**src/rtl/seg_addr_pkg.sv**
```systemverilog
package seg_addr_pkg;

    localparam int SEG_W_DEF  = 16;
    localparam int OFF_W_DEF  = 16;
    localparam int SHIFT_DEF  = 4;
    localparam int BUS_W_DEF  = 8;
    localparam int NSEG_DEF   = 4;

    // Access type codes; the sequencer indexes the register bank with them.
    typedef enum logic [1:0] {
        SEG_CODE  = 2'd0,
        SEG_DATA  = 2'd1,
        SEG_STACK = 2'd2,
        SEG_EXTRA = 2'd3
    } seg_kind_e;

    typedef enum logic [2:0] {
        ST_IDLE    = 3'd0,
        ST_SAVE    = 3'd1,
        ST_LOAD    = 3'd2,
        ST_XFER0   = 3'd3,
        ST_XFER1   = 3'd4,
        ST_RESTORE = 3'd5,
        ST_FIN     = 3'd6
    } seq_state_e;

endpackage

```
**src/rtl/seg_bank.sv**
```systemverilog
module seg_bank #(
    parameter int SEG_W = seg_addr_pkg::SEG_W_DEF,
    parameter int NSEG  = seg_addr_pkg::NSEG_DEF,
    localparam int SEL_W = $clog2(NSEG)
) (
    input  logic                       clk,
    input  logic                       rst_n,
    input  logic                       hold_i,
    input  logic                       commit_i,
    input  logic                       ext_we_i,
    input  logic [SEL_W-1:0]           ext_sel_i,
    input  logic [SEG_W-1:0]           ext_data_i,
    input  logic                       seq_we_i,
    input  logic [SEL_W-1:0]           seq_sel_i,
    input  logic [SEG_W-1:0]           seq_data_i,
    output logic [NSEG-1:0][SEG_W-1:0] segs_o
);

    typedef struct packed {
        logic [NSEG-1:0][SEG_W-1:0] segs;
        logic [NSEG-1:0]            pend_v;
        logic [NSEG-1:0][SEG_W-1:0] pend_d;
    } bank_t;

    bank_t q, d;

    always_comb begin
        d = q;
        // Sequencer save/restore traffic never coincides with a commit.
        if (seq_we_i) begin
            d.segs[seq_sel_i] = seq_data_i;
        end
        if (commit_i) begin
            for (int i = 0; i < NSEG; i++) begin
                if (q.pend_v[i]) begin
                    d.segs[i] = q.pend_d[i];
                end
            end
            d.pend_v = '0;
        end
        // External loads are newest, so they win over a committed slot.
        if (ext_we_i) begin
            if (hold_i) begin
                d.pend_v[ext_sel_i] = 1'b1;
                d.pend_d[ext_sel_i] = ext_data_i;
            end else begin
                d.segs[ext_sel_i] = ext_data_i;
            end
        end
    end

    always_ff @(posedge clk or negedge rst_n) begin
        if (!rst_n) begin
            q <= '0;
        end else begin
            q <= d;
        end
    end

    assign segs_o = q.segs;

endmodule

```
**src/rtl/seg_addr_calc.sv**
```systemverilog
module seg_addr_calc #(
    parameter int SEG_W  = seg_addr_pkg::SEG_W_DEF,
    parameter int OFF_W  = seg_addr_pkg::OFF_W_DEF,
    parameter int SHIFT  = seg_addr_pkg::SHIFT_DEF,
    localparam int ADDR_W = SEG_W + SHIFT
) (
    input  logic [SEG_W-1:0]  seg_i,
    input  logic [OFF_W-1:0]  off_i,
    input  logic              hi_i,
    output logic [ADDR_W-1:0] addr_o
);

    logic [ADDR_W-1:0] base;
    logic [ADDR_W-1:0] disp;

    assign base = {seg_i, {SHIFT{1'b0}}};

    generate
        if (OFF_W <= ADDR_W) begin : g_ext
            assign disp = ADDR_W'(off_i);
        end else begin : g_trunc
            assign disp = off_i[ADDR_W-1:0];
        end
    endgenerate

    // Carry out of the top bit is dropped: the space wraps.
    assign addr_o = base + disp + ADDR_W'(hi_i);

endmodule

```
**src/rtl/seg_bus_seq.sv**
```systemverilog
module seg_bus_seq
    import seg_addr_pkg::*;
#(
    parameter int SEG_W = SEG_W_DEF,
    parameter int OFF_W = OFF_W_DEF,
    parameter int BUS_W = BUS_W_DEF,
    parameter int NSEG  = NSEG_DEF,
    localparam int SEL_W = $clog2(NSEG),
    localparam int WRD_W = 2 * BUS_W
) (
    input  logic              clk,
    input  logic              rst_n,
    input  logic              req_valid_i,
    input  logic [SEL_W-1:0]  req_sel_i,
    input  logic [OFF_W-1:0]  req_off_i,
    input  logic              req_word_i,
    input  logic              req_write_i,
    input  logic [WRD_W-1:0]  req_wdata_i,
    input  logic              req_far_i,
    input  logic [SEG_W-1:0]  req_far_seg_i,
    input  logic [SEG_W-1:0]  cur_seg_i,
    output logic [SEL_W-1:0]  sel_o,
    output logic [OFF_W-1:0]  off_o,
    output logic              hi_o,
    output logic              seq_we_o,
    output logic [SEG_W-1:0]  seq_data_o,
    output logic              bus_req_o,
    output logic              bus_we_o,
    output logic [BUS_W-1:0]  bus_wdata_o,
    input  logic              bus_ack_i,
    input  logic [BUS_W-1:0]  bus_rdata_i,
    output logic              busy_o,
    output logic              done_o,
    output logic              hold_o,
    output logic              commit_o,
    output logic [WRD_W-1:0]  rdata_o
);

    typedef struct packed {
        seq_state_e        st;
        logic [SEL_W-1:0]  sel;
        logic [OFF_W-1:0]  off;
        logic              word;
        logic              write;
        logic              far;
        logic [WRD_W-1:0]  wdata;
        logic [SEG_W-1:0]  far_seg;
        logic [SEG_W-1:0]  save;
        logic [WRD_W-1:0]  rdata;
    } seq_t;

    seq_t q, d;

    always_comb begin
        d = q;
        case (q.st)
            ST_IDLE: begin
                if (req_valid_i) begin
                    d.sel     = req_sel_i;
                    d.off     = req_off_i;
                    d.word    = req_word_i;
                    d.write   = req_write_i;
                    d.far     = req_far_i;
                    d.wdata   = req_wdata_i;
                    d.far_seg = req_far_seg_i;
                    d.rdata   = '0;
                    d.st      = req_far_i ? ST_SAVE : ST_XFER0;
                end
            end
            ST_SAVE: begin
                d.save = cur_seg_i;
                d.st   = ST_LOAD;
            end
            ST_LOAD: begin
                d.st = ST_XFER0;
            end
            ST_XFER0: begin
                if (bus_ack_i) begin
                    if (!q.write) begin
                        d.rdata[BUS_W-1:0] = bus_rdata_i;
                    end
                    if (q.word) begin
                        d.st = ST_XFER1;
                    end else begin
                        d.st = q.far ? ST_RESTORE : ST_FIN;
                    end
                end
            end
            ST_XFER1: begin
                if (bus_ack_i) begin
                    if (!q.write) begin
                        d.rdata[WRD_W-1:BUS_W] = bus_rdata_i;
                    end
                    d.st = q.far ? ST_RESTORE : ST_FIN;
                end
            end
            ST_RESTORE: begin
                d.st = ST_FIN;
            end
            ST_FIN: begin
                d.st = ST_IDLE;
            end
            default: begin
                d.st = ST_IDLE;
            end
        endcase
    end

    always_ff @(posedge clk or negedge rst_n) begin
        if (!rst_n) begin
            q <= '0;
        end else begin
            q <= d;
        end
    end

    assign sel_o       = q.sel;
    assign off_o       = q.off;
    assign hi_o        = (q.st == ST_XFER1);
    assign seq_we_o    = (q.st == ST_LOAD) || (q.st == ST_RESTORE);
    assign seq_data_o  = (q.st == ST_LOAD) ? q.far_seg : q.save;
    assign bus_req_o   = (q.st == ST_XFER0) || (q.st == ST_XFER1);
    assign bus_we_o    = q.write;
    assign bus_wdata_o = hi_o ? q.wdata[WRD_W-1:BUS_W] : q.wdata[BUS_W-1:0];
    assign busy_o      = (q.st != ST_IDLE);
    assign done_o      = (q.st == ST_FIN);
    assign hold_o      = busy_o && !done_o;
    assign commit_o    = done_o;
    assign rdata_o     = q.rdata;

endmodule

```
**src/rtl/seg_addr_unit.sv**
```systemverilog
module seg_addr_unit #(
    parameter int SEG_W = seg_addr_pkg::SEG_W_DEF,
    parameter int OFF_W = seg_addr_pkg::OFF_W_DEF,
    parameter int SHIFT = seg_addr_pkg::SHIFT_DEF,
    parameter int BUS_W = seg_addr_pkg::BUS_W_DEF,
    parameter int NSEG  = seg_addr_pkg::NSEG_DEF,
    localparam int SEL_W  = $clog2(NSEG),
    localparam int ADDR_W = SEG_W + SHIFT,
    localparam int WRD_W  = 2 * BUS_W
) (
    input  logic              clk,
    input  logic              rst_n,
    input  logic              req_valid,
    input  logic [SEL_W-1:0]  req_seg,
    input  logic [OFF_W-1:0]  req_offset,
    input  logic              req_word,
    input  logic              req_write,
    input  logic [WRD_W-1:0]  req_wdata,
    input  logic              req_far,
    input  logic [SEG_W-1:0]  req_far_seg,
    input  logic              seg_wr_en,
    input  logic [SEL_W-1:0]  seg_wr_sel,
    input  logic [SEG_W-1:0]  seg_wr_data,
    input  logic [SEL_W-1:0]  seg_rd_sel,
    output logic [SEG_W-1:0]  seg_rd_data,
    output logic              bus_req,
    output logic [ADDR_W-1:0] bus_addr,
    output logic              bus_we,
    output logic [BUS_W-1:0]  bus_wdata,
    input  logic              bus_ack,
    input  logic [BUS_W-1:0]  bus_rdata,
    output logic              busy,
    output logic              done,
    output logic [WRD_W-1:0]  rdata
);

    logic [NSEG-1:0][SEG_W-1:0] segs;
    logic [SEL_W-1:0]           sel;
    logic [OFF_W-1:0]           off;
    logic                       hi;
    logic                       seq_we;
    logic [SEG_W-1:0]           seq_data;
    logic                       hold;
    logic                       commit;
    logic [SEG_W-1:0]           cur_seg;

    assign cur_seg     = segs[sel];
    assign seg_rd_data = segs[seg_rd_sel];

    seg_bank #(
        .SEG_W (SEG_W),
        .NSEG  (NSEG)
    ) u_bank (
        .clk        (clk),
        .rst_n      (rst_n),
        .hold_i     (hold),
        .commit_i   (commit),
        .ext_we_i   (seg_wr_en),
        .ext_sel_i  (seg_wr_sel),
        .ext_data_i (seg_wr_data),
        .seq_we_i   (seq_we),
        .seq_sel_i  (sel),
        .seq_data_i (seq_data),
        .segs_o     (segs)
    );

    seg_addr_calc #(
        .SEG_W (SEG_W),
        .OFF_W (OFF_W),
        .SHIFT (SHIFT)
    ) u_calc (
        .seg_i  (cur_seg),
        .off_i  (off),
        .hi_i   (hi),
        .addr_o (bus_addr)
    );

    seg_bus_seq #(
        .SEG_W (SEG_W),
        .OFF_W (OFF_W),
        .BUS_W (BUS_W),
        .NSEG  (NSEG)
    ) u_seq (
        .clk           (clk),
        .rst_n         (rst_n),
        .req_valid_i   (req_valid),
        .req_sel_i     (req_seg),
        .req_off_i     (req_offset),
        .req_word_i    (req_word),
        .req_write_i   (req_write),
        .req_wdata_i   (req_wdata),
        .req_far_i     (req_far),
        .req_far_seg_i (req_far_seg),
        .cur_seg_i     (cur_seg),
        .sel_o         (sel),
        .off_o         (off),
        .hi_o          (hi),
        .seq_we_o      (seq_we),
        .seq_data_o    (seq_data),
        .bus_req_o     (bus_req),
        .bus_we_o      (bus_we),
        .bus_wdata_o   (bus_wdata),
        .bus_ack_i     (bus_ack),
        .bus_rdata_i   (bus_rdata),
        .busy_o        (busy),
        .done_o        (done),
        .hold_o        (hold),
        .commit_o      (commit),
        .rdata_o       (rdata)
    );

endmodule

```
**config.mk**
```make
export PLATFORM = sky130hd
export DESIGN_NAME = seg_addr_unit
export DESIGN_NICKNAME = d
export VERILOG_FILES = /design/src/rtl/seg_addr_pkg.sv /design/src/rtl/seg_bank.sv /design/src/rtl/seg_addr_calc.sv /design/src/rtl/seg_bus_seq.sv /design/src/rtl/seg_addr_unit.sv
export SDC_FILE = /design/constraint.sdc
export NUM_CORES = 1
export LEC_CHECK = 0
export BUFFER_PORTS_ARGS = -buffer_cell sky130_fd_sc_hd__buf_2
export CORE_MARGIN = 3
export CORE_UTILIZATION = 50
export CTS_CLUSTER_SIZE = 30
export DETAILED_ROUTE_END_ITERATION = 10
export PLACE_DENSITY = 0.72
export SETUP_SLACK_MARGIN = 0.05
export SLEW_MARGIN = 20
export SYNTH_ARGS = -nofsm -noshare
export SYNTH_HDL_FRONTEND = slang
export SYNTH_HIERARCHICAL = 1
export SYNTH_SLANG_ARGS = --single-unit
```
**constraint.sdc**
```tcl
create_clock -name clk -period 3.7 [get_ports clk]
set_clock_uncertainty 0.1 [all_clocks]
set_input_delay 0.185 -clock clk [delete_from_list [all_inputs] [get_ports clk]]
set_output_delay 0.185 -clock clk [all_outputs]
set_load 0.05 [all_outputs]
```
==> metrics.txt <==
share of cells above drive strength 1=0.349; Critical R2R Launch=u_seq/q[86]; vias in the first global route=9525; Yosys top cell area share=0.425; YS warnings=6; reg2reg setup slack=1.03 ns; number of max-cap violations=0; Hold Vio Cnt, Final=0; Post-synth EDFFs=0; crit start category=flip-flop; most frequent cell after synthesis=dfrtp_1; n_diodes=0; Hold Crit Class=in -> reg; biggest cell delay along the critical path=0.59 ns; CTS tree=done; FF/Latch Area=5510 sq um; Port Buf Inserts=149; Worst Setup SP=u_seq/sel_o[0]; Mean Syn Cell Area=11.2 sq um; Multi-input gate area=6260 sq um; Post-synth top cells=220 x dfrtp_1, 126 x nor3_1, 112 x nand2_1, 110 x buf_4, 86 x o21ai_0; Die Height=167 um; status=complete, no violations; slowest CP cell=mux4_2; CTS Buffer Depth=3; Initial Util=0.512; Synth Cell Area=13000 sq um; die area=27900 sq um; GRT Total Usage=0.237; Area growth syn-to-layout=15.0%; Worst setup EP type=output pin; Routed WL=34700 um; Area contributors post-synth=dfrtp_1 42%, mux2_2 7.3%, mux2_4 6.7%; Main synth FF type=dfrtp_1; hold path start=req_valid; cts bufs inserted=23; H-tree depth=1; RSZ-0062 raised after global routing=true; Slew @ Worst Pin=0.927 ns; # DRC=0; Crit Path Max Fanout=6; Netlist cell types=81; row cnt=58; Synth Net Count=1254; wire per inst=21.6 um; Worst Path Required=3.41 ns; final-report setup violation count=0; worst-skew pair later-pin latency=0.52 ns; Final GP Congestion=0.879; Final Hold Slack=0.118 ns; Synth async-reset ratio=1.00; Seq/Total Area, Yosys=0.425; initial antenna violation count=0; vias per cell=6.01; Die Width=167 um; DR iter-0 viols=1120; Period minus WS final=3.66 ns; NumNets Final=1364; GRT overflow=0; # clock sinks=220; maximum clock rate=273 MHz; largest net degree at the start of global routing=103; Tcrit/Tclk final=0.989; first-pass GRT wire length=53800 um; boundary pin count=150; Total Neg Setup Slack=0 ns; vias=9651; Worst-path clk slew=0.07 ns; CTS root buf=clkbuf_16; HPWL Detailed=22900 um; CP arrival=3.37 ns; fillcell total=1977; Post-Syn Instances=1154; Slew headroom=0.382; synthesized flop and latch total=220; Antenna Violating Nets Remaining=0; DR pass1 iterations=7; area of the core=25300 sq um; cell accounting for the most synthesized area=dfrtp_1; final number of max-transition violations=0; WS Path Type=reg -> out; worst-path cell chain=mux4_2, ha_4, a21o_1, a311o_2, a2111oi_4, nor2_2, o311ai_2, buf_6
==> critical path, delay by kind of cell, from the launching register on <==
family / cells / cell delay, ns
flops: 1 / 0.48
simple gates: 1 / 0.09
fa+ha+maj: 1 / 0.25
compound gates: 4 / 1.24
mux: 1 / 0.59
buf+inv: 1 / 0.20
==> cells by family after synthesis <==
family	Yosys count	share of synthesized area
flops	220	0.425
mux	190	0.213
xor+xnor	13	0.00879
simple gates	316	0.131
buf+inv	191	0.106
fa+ha+maj	14	0.0135
compound gates	210	0.103
==> per-layer routing <==
metal  vias to the layer above  share of wire  GRT usage
met5                         -              0          0
met4                         0          0.025     0.0613
met3                        73          0.086     0.0494
met2                       499           0.47      0.380
met1                      4752           0.42      0.330
li1                       4327              -          -
==> worst paths after layout <==
kind                       cells after the start                         end
setup / recovery                               8                bus_addr[15]
hold / removal                                 4                 u_seq/q[85]
setup reg to reg                               6            u_bank/segs_o[4]
hold reg to reg                                2           u_seq/rdata_o[14]
max in group asynchronous                      3  asynchronous set/reset pin
min in group asynchronous                      2                 u_seq/q[52]
==> cell type report <==
cell class	instances	area share
Clock buffer	32	0.0449
Clock inverter	5	0.00529
Inverter	11	0.00277
Multi-Input combinational cell	743	0.420
Sequential cell	220	0.370
Tap cell	330	0.0277
Timing Repair Buffer	265	0.130
==> layout by cell type (no fill, tap or decap), drive strengths merged, types with 3 or more instances in the layout <==
cell type and count:
dlygate4sd3 79, dfrtp 220, nand2 113, clkbuf 35, xor2 4, inv 12, ha 14, buf 182
nor2 11, nand3 7, nand3b 5, o31ai 60, nor3b 4, and4b 3, a21o 7, nor3 128
or2 5, a21oi 18, mux4 32, xnor2 9, nand2b 6, and3b 4, o21ai 103, and2 9
mux2 157, nand4b 4, and3 3, a221oi 3
==> metrics by stage <==
step	cells	instance area, sq um	setup slack, ns	util
2_1_floorplan	1154	13000	0.146	-
3_3_place_gp	1482	13100	0.249	0.516
3_5_place_dp	1482	13100	0.136	0.516
4_1_cts	1604	14800	-0.0111	0.583
5_1_grt	1606	14900	-0.118	0.589
6_report	1606	14900	0.0423	0.589
==> timing repair <==
| action | 4_1_cts | 5_1_grt |
|---|---|---|
| hold buffers | 79 | 0 |
| pin swaps | 6 | 3 |
| gates resized for setup | 30 | 27 |
| cloned | 1 | 0 |
| endpoints found under the hold margin | 298 | 0 |
| setup endpoints to repair | 9 | 11 |
| buffers inserted | 5 | 2 |
Power is left out: the tool's default activity adds up to more than one toggle a clock period on the data nets, which glitch-free logic cannot reach.
